**src/rtl/frt_pkg.sv**
```systemverilog
package frt_pkg;
  localparam int FRAC_W = 12;

  typedef logic [FRAC_W-1:0] frac_t;

  typedef struct packed {
    frac_t acc;
    logic  step;
  } frac_res_t;

  // One reference edge of the fractional rate generator.
  function automatic frac_res_t frac_advance(frac_t acc, frac_t num, frac_t den);
    logic [FRAC_W:0] sum;
    frac_res_t r;
    sum = {1'b0, acc} + {1'b0, num};
    if (num >= den) begin
      r.acc  = '0;
      r.step = 1'b1;
    end else if (sum >= {1'b0, den}) begin
      r.acc  = frac_t'(sum - {1'b0, den});
      r.step = 1'b1;
    end else begin
      r.acc  = sum[FRAC_W-1:0];
      r.step = 1'b0;
    end
    return r;
  endfunction

  // Register read image: value in the low field, zero above.
  function automatic logic [31:0] frac_image(frac_t v);
    return {{(32-FRAC_W){1'b0}}, v};
  endfunction
endpackage

```
**src/rtl/frt_cfg_regs.sv**
```systemverilog
module frt_cfg_regs
  import frt_pkg::*;
#(
  parameter int ADDR_W = 8,
  parameter logic [ADDR_W-1:0] OFS_NUM = 8'h10,
  parameter logic [ADDR_W-1:0] OFS_DEN = 8'h14,
  parameter int DEF_NUM = 4,
  parameter int DEF_DEN = 25
) (
  input  logic              clk,
  input  logic              rst_n,
  input  logic              wr,
  input  logic [ADDR_W-1:0] addr,
  input  logic [31:0]       wdata,
  output logic [31:0]       rdata,
  output frac_t             num_q,
  output frac_t             den_q,
  output logic              wr_hit
);
  logic wr_num, wr_den;
  logic unused_wdata_hi;

  assign unused_wdata_hi = ^wdata[31:FRAC_W];
  assign wr_num = wr && (addr == OFS_NUM);
  assign wr_den = wr && (addr == OFS_DEN);
  assign wr_hit = wr_num || wr_den;

  always_ff @(posedge clk or negedge rst_n) begin
    if (!rst_n) begin
      num_q <= frac_t'(DEF_NUM);
      den_q <= frac_t'(DEF_DEN);
    end else begin
      if (wr_num) num_q <= wdata[FRAC_W-1:0];
      if (wr_den) den_q <= wdata[FRAC_W-1:0];
    end
  end

  always_comb begin
    if (addr == OFS_NUM)      rdata = frac_image(num_q);
    else if (addr == OFS_DEN) rdata = frac_image(den_q);
    else                      rdata = '0;
  end
endmodule

```
**src/rtl/frt_frac_accum.sv**
```systemverilog
module frt_frac_accum
  import frt_pkg::*;
(
  input  logic  clk,
  input  logic  rst_n,
  input  logic  clr,
  input  frac_t num,
  input  frac_t den,
  output logic  step,
  output frac_t acc_q
);
  frac_res_t nxt;

  always_comb begin
    nxt  = frac_advance(acc_q, num, den);
    step = nxt.step && !clr;
  end

  always_ff @(posedge clk or negedge rst_n) begin
    if (!rst_n)   acc_q <= '0;
    else if (clr) acc_q <= '0;
    else          acc_q <= nxt.acc;
  end
endmodule

```
**src/rtl/frt_tick_counter.sv**
```systemverilog
module frt_tick_counter #(
  parameter int CNT_W = 64
) (
  input  logic             clk,
  input  logic             rst_n,
  input  logic             step,
  output logic [CNT_W-1:0] count
);
  always_ff @(posedge clk or negedge rst_n) begin
    if (!rst_n)    count <= '0;
    else if (step) count <= count + CNT_W'(1);
  end
endmodule

```
**src/rtl/frt_top.sv**
```systemverilog
module frt_top
  import frt_pkg::*;
#(
  parameter int CNT_W   = 64,
  parameter int ADDR_W  = 8,
  parameter int DEF_NUM = 4,
  parameter int DEF_DEN = 25
) (
  input  logic              clk,
  input  logic              rst_n,
  input  logic              cfg_wr,
  input  logic [ADDR_W-1:0] cfg_addr,
  input  logic [31:0]       cfg_wdata,
  output logic [31:0]       cfg_rdata,
  output logic [CNT_W-1:0]  count
);
  frac_t num_q, den_q, acc_q;
  logic  wr_hit, step;

  frt_cfg_regs #(
    .ADDR_W (ADDR_W),
    .OFS_NUM(ADDR_W'(8'h10)),
    .OFS_DEN(ADDR_W'(8'h14)),
    .DEF_NUM(DEF_NUM),
    .DEF_DEN(DEF_DEN)
  ) u_regs (
    .clk   (clk),
    .rst_n (rst_n),
    .wr    (cfg_wr),
    .addr  (cfg_addr),
    .wdata (cfg_wdata),
    .rdata (cfg_rdata),
    .num_q (num_q),
    .den_q (den_q),
    .wr_hit(wr_hit)
  );

  frt_frac_accum u_accum (
    .clk  (clk),
    .rst_n(rst_n),
    .clr  (wr_hit),
    .num  (num_q),
    .den  (den_q),
    .step (step),
    .acc_q(acc_q)
  );

  frt_tick_counter #(.CNT_W(CNT_W)) u_cnt (
    .clk  (clk),
    .rst_n(rst_n),
    .step (step),
    .count(count)
  );
endmodule

```
**config.mk**
```make
export PLATFORM = sky130hd
export DESIGN_NAME = frt_top
export DESIGN_NICKNAME = d
export VERILOG_FILES = /design/src/rtl/frt_pkg.sv /design/src/rtl/frt_cfg_regs.sv /design/src/rtl/frt_frac_accum.sv /design/src/rtl/frt_tick_counter.sv /design/src/rtl/frt_top.sv
export SDC_FILE = /design/constraint.sdc
export NUM_CORES = 1
export LEC_CHECK = 0
export BUFFER_PORTS_ARGS = -buffer_cell sky130_fd_sc_hd__buf_2
export CORE_MARGIN = 3
export CORE_UTILIZATION = 55
export CTS_BUF_LIST = sky130_fd_sc_hd__clkbuf_8 sky130_fd_sc_hd__clkbuf_16
export CTS_CLUSTER_DIAMETER = 100
export DETAILED_ROUTE_END_ITERATION = 8
export PLACE_DENSITY_LB_ADDON = 0.05
export SLEW_MARGIN = 20
export SYNTH_ARGS = -nofsm -noshare
export SYNTH_HDL_FRONTEND = slang
export SYNTH_HIERARCHICAL = 1
export SYNTH_SLANG_ARGS = --single-unit
```
**constraint.sdc**
```tcl
create_clock -name clk -period 6.6 [get_ports clk]
set_clock_uncertainty 0.05 [all_clocks]
set_input_delay 0.33 -clock clk [delete_from_list [all_inputs] [get_ports clk]]
set_output_delay 0.33 -clock clk [all_outputs]
set_load 0.01 [all_outputs]
```
==> results of run 1 <==
state kept, by name (all words and copies together) (netlist names):
name	flops
u_cnt/count	64
u_regs/num_q	12
u_regs/den_q	12
u_accum/acc_q	12
cell type report:
class	count	area (sq um)
fillers	922	3860
clock inverters	4	47.5
flip-flops and latches	100	2510
clock buffers	12	267
inverters	28	105
well taps	140	175
repair buffers	101	518
multi-input cells	484	3590
kinds of logic after synthesis:
logic type	Yosys count	share of synthesized area, %
simple gates	233	21.2
flops	100	39.5
fa+ha+maj	39	7.92
compound gates	67	7.04
xor+xnor	78	10.8
buf+inv	56	4.99
other cells	1	0.0591
mux	47	8.50
cells in the mapped netlist (3+ instances only):
| library cell | instances |
|---|---|
| mux2_2 | 15 |
| nor4_1 | 4 |
| ha_1 | 37 |
| xor2_1 | 42 |
| inv_1 | 28 |
| and3_1 | 3 |
| nand4_2 | 6 |
| nor2_1 | 60 |
| clkbuf_1 | 3 |
| nor2b_1 | 6 |
| o21ai_0 | 11 |
| a211o_1 | 3 |
| and2_1 | 5 |
| nor4_4 | 5 |
| a31oi_1 | 5 |
| buf_6 | 4 |
| a21oi_1 | 18 |
| nor3_2 | 4 |
| a21o_1 | 8 |
| or2_2 | 4 |
| nand3_1 | 27 |
| nand3_2 | 3 |
| xnor2_1 | 36 |
| mux2i_1 | 22 |
| nand4_1 | 20 |
| a211oi_1 | 9 |
| o21bai_1 | 3 |
| nand2_1 | 44 |
| nor4_2 | 5 |
| mux2_4 | 10 |
| nor3_1 | 20 |
| dfrtp_1 | 96 |
| buf_4 | 20 |
| dfstp_2 | 4 |
| nand2b_1 | 5 |
routing by layer:
layer  track usage, %  share of wire, %  vias up
met5                0                 0        -
met4             7.29               1.6        0
met3             4.30               3.8       17
met2             41.4                51       87
met1             28.9                44     2377
li1                 -                 -     2358
where the power goes:
group / switching (uW) / internal [uW]
sequential: 57.1 / 674
combinational: 477 / 368
clock: 224 / 324
how the worst max path moves through the flow:
stage          slack (ns)             from         endpoint
2_1_floorplan        1.89  u_regs/num_q[0]  u_cnt/count[33]
3_3_place_gp         1.22  u_regs/num_q[0]  u_cnt/count[52]
3_5_place_dp         1.07  u_regs/num_q[0]  u_cnt/count[50]
4_1_cts              1.01  u_regs/num_q[0]  u_cnt/count[50]
5_1_grt              0.56  u_regs/num_q[0]  u_cnt/count[46]
6_report             0.96  u_regs/num_q[0]  u_cnt/count[50]
what timing repair did:
item,in CTS,in global routing
setup endpoints to repair,0,0
hold endpoints to repair,38,0
hold buffers,1,0
resized for setup,0,0
stage by stage:
step | total power [uW] | setup WS, ns | instances | utilization, % | hold slack, ns
after floorplan | 1410 | 1.89 | 640 | - | -0.0156
after global placement | 1550 | 1.22 | 852 | 62.2 | 0.274
after detailed placement | 1580 | 1.07 | 852 | 62.2 | 0.274
after CTS | 2130 | 1.01 | 869 | 65.1 | 0.168
after global routing | 2270 | 0.564 | 869 | 65.1 | 0.174
final | 2120 | 0.959 | 869 | 65.1 | 0.183
==> results by group, run 1 <==
Status
  • Outcome: complete, no violations

Drt
  • Initial DRC Count: 202
  • Drt pass-1 iters: 5
  • WL per Instance: 16.5 um
  • Remaining antenna violation count after routing: 0
  • Drt via density: 5.57
  • Number of remaining DRC errors: 0
  • Drt total wl: 14400 um
  • Vias: 4839

Clock network
  • CTS tree: done
  • Clock sink total: 100
  • TritonCTS buffer count: 9
  • Clock Tree Buf Depth: 2
  • H-tree levels: 3
  • Setup Buffers After CTS: 0
  • Root buffer cell: clkbuf_16
  • Clk Latency, worst-skew pair: 0.34 ns
  • Clock-pin slew on the worst setup and hold paths: 0.07 ns

Critical path
  • Largest stage delay, worst path: 0.50 ns
  • CP startpoint kind: flop
  • Critical-path cell list: ha_1 -> fa_1 -> a21oi_1 -> nor2_1 -> or2_2 -> a311oi_1 -> xnor2_1 -> ha_1 -> nand4_1 -> nor3_1 -> a211oi_1 -> a31oi_1 -> nor4_4 -> buf_4 -> a21oi_1 -> nand4_1 -> nor3_2 -> nand4_2 -> nor3_2 -> xor2_1
  • Crit Path Class: flop to flop
  • CP top delay family: simple AND/OR/NAND/NOR gates
  • Crit path capture type: flop
  • R2r setup slk: 0.96 ns
  • Slowest-stage cell, CP: a21oi_1
  • Critical path buffer and inverter count: 1
  • Crit path max fanout: 17
  • Worst Path Required: 6.81 ns
  • Reg-to-Reg End: u_cnt/count[50]
  • Worst path depth: 20
  • Worst R2R Start: u_regs/num_q[0]
  • Data arrival, critical path: 5.85 ns
  • Reg2Reg Depth: 20

Logic synthesis
  • YS warnings: 6
  • Synth cell types: 56
  • Synth top area cells: dfrtp_1 38%, ha_1 7.3%, xor2_1 5.8%
  • Cell accounting for the most synthesized area: dfrtp_1
  • EDFF count, synth: 0
  • Cells after Synth: 621
  • Synthesized area: 6350 sq um
  • Top_reg_cell synth: dfrtp_1
  • Sequential area share after synthesis: 39.5%
  • Syn avg cell area: 10.2 sq um
  • FF+latch count, synth: 100
  • Asr flop ratio synth: 100%
  • Post-synth top area share: 37.8%

Floorplan
  • Die area: 12900 sq um
  • Num rows: 38
  • I/O pins: 139
  • Starting Density: 57.3%
  • Die Wd: 113 um
  • Die H: 113 um
  • Core area: 11100 sq um

Layout
  • Design area: 7210 sq um
  • Most frequent cells in the layout: 97 x buf_2, 96 x dfrtp_1, 60 x nor2_1, 44 x nand2_1, 42 x xor2_1
  • Layout cells sized above 1: 24.8%
  • Nets: 806
  • # diodes: 0
  • Commonest non-fill, non-tap cell in the layout: buf_2
  • Layout area overhead: 13.7%

Timing
  • Fin crit share: 85.5%
  • Final Hold Fails: 0
  • Slew margin rel.: 32.9%
  • Final min period: 5.64 ns
  • Final setup fails: 0
  • Fmax: 0.177 GHz
  • Slew @ Worst Pin: 1.01 ns
  • Slew Limit Fails: 0
  • RSZ-0062 raised after global routing: false
  • Setup Total Neg Slack: 0 ns

Global route
  • Overflow after GRT: 0
  • Initial antenna violation count: 0
  • All-layer global routing usage: 23.3%
  • Largest net degree at the start of global routing: 63
  • Vias in the first global route: 4989
  • First-pass GRT wire length: 24200 um

Place
  • DP HPWL: 10800 um
  • IO buf count: 98
  • Area after DPL: 6890 sq um
  • GP Congestion: 0.852

Flow run
  • Max-cap violations: 0

Pwr
  • VDD IR-drop max: 0.178 mV
  • PwrDens: 294 nW/um^2
  • Leak pwr: 0.00373 uW

Worst hold path
  • Hold path startpoint: cfg_wdata[7]
  • Min-Delay Endpoint: u_regs/num_q[7]
  • Worst min-delay path class: primary input to flop
  • Hold path cells: 2
Power figures use the tool's default switching activity.
==> run 2, diff against run 1 <==
--- a/config.mk
+++ b/config.mk
@@ -11,7 +11,7 @@
 export CTS_BUF_LIST = sky130_fd_sc_hd__clkbuf_8 sky130_fd_sc_hd__clkbuf_16
 export CTS_CLUSTER_DIAMETER = 100
 export DETAILED_ROUTE_END_ITERATION = 8
-export PLACE_DENSITY_LB_ADDON = 0.05
+export PLACE_DENSITY = 0.9
 export SLEW_MARGIN = 20
 export SYNTH_ARGS = -nofsm -noshare
 export SYNTH_HDL_FRONTEND = slang
==> run 2 against run 1 <==
- utilization is 0.37 points lower
- first-iteration DRC count up 9.4%
- register-to-register slack improved by 0.18 ns
- count of clock-buffer cells in the layout is 3 lower
- via count up 3.8%
- critical path type unchanged
==> results by group, run 2 (synthesis results as in run 1) <==
Layout
  • # diodes: 0 (unchanged)
  • Commonest non-fill, non-tap cell in the layout: buf_2
  • Max FFs per register: 64 (unchanged)
  • Post-layout util: 64.8% (-0.37 points)
  • Layout area overhead: 13.0%
  • Most frequent cells in the layout: 97 x buf_2, 96 x dfrtp_1, 60 x nor2_1, 44 x nand2_1, 42 x xor2_1
  • Design area: 7170 sq um (-0.57%)
  • Nets: 806 (unchanged)
  • Final Instance Count excl. Fillers: 868 (-0.12%)
  • Layout fillers: 849 (-7.9%)
  • Largest Register: u_cnt/count
  • Layout cells sized above 1: 24.7% (-0.10 points)

Floorplan
  • Core area: 11100 sq um (unchanged)
  • Die Wd: 113 um (unchanged)
  • Die H: 113 um (unchanged)
  • I/O pins: 139 (unchanged)
  • Num rows: 38 (unchanged)
  • Die area: 12900 sq um (unchanged)
  • Starting Density: 57.3% (unchanged)

Drt
  • Drt pass-1 iters: 4 (-1)
  • Vias: 5024 (+3.8%)
  • Drt via density: 5.79 (+3.9%)
  • Drt total wl: 15000 um (+4.1%)
  • WL per Instance: 17.2 um (+4.2%)
  • Remaining antenna violation count after routing: 0 (unchanged)
  • Initial DRC Count: 221 (+9.4%)
  • Number of remaining DRC errors: 0 (unchanged)

Timing
  • Slew Limit Fails: 0 (unchanged)
  • Slew margin rel.: 33.7% (+0.79 points)
  • Fin crit share: 82.8% (-2.7 points)
  • Fmax: 0.183 GHz (+3.3%)
  • Final min period: 5.46 ns (-0.178 ns)
  • Final Hold Fails: 0 (unchanged)
  • RSZ-0062 raised after global routing: false
  • Slew @ Worst Pin: 0.993 ns (-0.0119 ns)
  • Final setup fails: 0 (unchanged)
  • Setup Total Neg Slack: 0 ns (unchanged)
  • Hold slack: 0.169 ns (-0.0138 ns)

Clock network
  • H-tree levels: 3 (unchanged)
  • Clk Latency, worst-skew pair: 0.35 ns (about the same)
  • Clock sink total: 100 (unchanged)
  • Setup Buffers After CTS: 0 (unchanged)
  • Root buffer cell: clkbuf_16
  • CTS tree: done
  • Clock-pin slew on the worst setup and hold paths: 0.07 ns (about the same)
  • Clock Tree Buf Depth: 2 (unchanged)
  • Post-CTS Resized: 0 (unchanged)
  • TritonCTS buffer count: 9 (unchanged)

Global route
  • Initial antenna violation count: 0 (unchanged)
  • Overflow after GRT: 0 (unchanged)
  • First-pass GRT wire length: 25400 um (+5.1%)
  • All-layer global routing usage: 24.3% (+0.98 points)
  • Largest net degree at the start of global routing: 53 (-16%)
  • Vias in the first global route: 5249 (+5.2%)

Place
  • DP HPWL: 11100 um (+2.4%)
  • GP Congestion: 0.920 (+8.0%)
  • Placed insts: 852 (unchanged)
  • IO buf count: 98 (unchanged)
  • Area after DPL: 6890 sq um (unchanged)

Critical path
  • Worst Path Required: 6.83 ns (+0.02 ns)
  • Data arrival, critical path: 5.69 ns (-0.16 ns)
  • CP startpoint kind: flop
  • Crit path max fanout: 7 (-10)
  • Crit path capture type: flop
  • R2r setup slk: 1.14 ns (+0.18 ns)
  • Reg2Reg Depth: 19 (-5.0%)
  • Crit Path Class: flop to flop

Worst hold path
  • Worst min-delay path class: primary input to flop
  • Hold path cells: 2 (unchanged)

Status
  • Outcome: complete, no violations

Flow run
  • Max-cap violations: 0 (unchanged)

Pwr
  • VDD IR-drop max: 0.223 mV (+25%)
  • PwrDens: 291 nW/um^2 (-1.0%)
  • Leak pwr: 0.00371 uW (-0.58%)
==> run 2: stage by stage <==
stage / total power, uW / setup WS, ns
after floorplan: 1410 / 1.89
after CTS: 2090 / 1.16
after global routing: 2230 / 0.665
after global placement: 1540 / 1.48
final: 2090 / 1.14
after detailed placement: 1580 / 1.18
==> run 2: power breakdown <==
part	switching, uW	total, uW	internal, uW	leakage [uW]
Sequential	58.7	732	674	0.00132
Clock	238	496	258	0.000138
Combinational	493	861	369	0.00225
Total	789	2090	1300	0.00371
==> run 2: repair_timing <==
item / 4_1_cts / 5_1_grt
setup endpoints to repair: 0 / 0
hold buffers: 1 / 0
endpoints found under the hold margin: 47 / 0
==> run 2: layout make-up <==
| type | instances | area [sq um] | area share [%] |
|---|---|---|---|
| clock inverter | 6 | 47.5 | 0.663 |
| sequential | 100 | 2510 | 35.0 |
| multi-input combinational | 484 | 3590 | 50.1 |
| clock buffer | 9 | 225 | 3.14 |
| inverter | 28 | 105 | 1.47 |
| tap | 140 | 175 | 2.44 |
| timing repair buffer | 101 | 518 | 7.22 |
==> run 2: worst max-delay path, stage by stage, from the launching register on <==
cell	delay, ns
dfrtp_1	0.42
ha_1	0.25
fa_1	0.43
a21oi_1	0.23
nor2_1	0.10
or2_2	0.33
a311oi_1	0.35
xnor2_1	0.17
ha_1	0.34
inv_1	0.12
nor2_1	0.17
o21ai_0	0.11
a31oi_1	0.25
nor4_4	0.08
a21oi_1	0.51
nand4_2	0.28
nor4_4	0.39
nand4_2	0.32
nor3_1	0.33
xor2_1	0.18
==> run 2: worst paths after layout <==
check	startpoint	endpoint
max	u_regs/num_q[0]	u_cnt/count[51]
max in group asynchronous	rst_n	u_cnt/count[21]
min reg2reg	u_cnt/count[58]	u_cnt/count[58]
max reg2reg	u_regs/num_q[0]	u_cnt/count[51]
min in group asynchronous	rst_n	u_cnt/count[41]
min	cfg_wdata[10]	u_regs/num_q[10]
==> run 2: per-layer routing <==
metal	vias to the layer above	GRT usage (%)	routed length, um
li1	2349	-	-
met1	2483	28.1	5870
met2	166	43.2	7770
met5	-	0	0
met4	0	8.97	354
met3	26	6.47	974
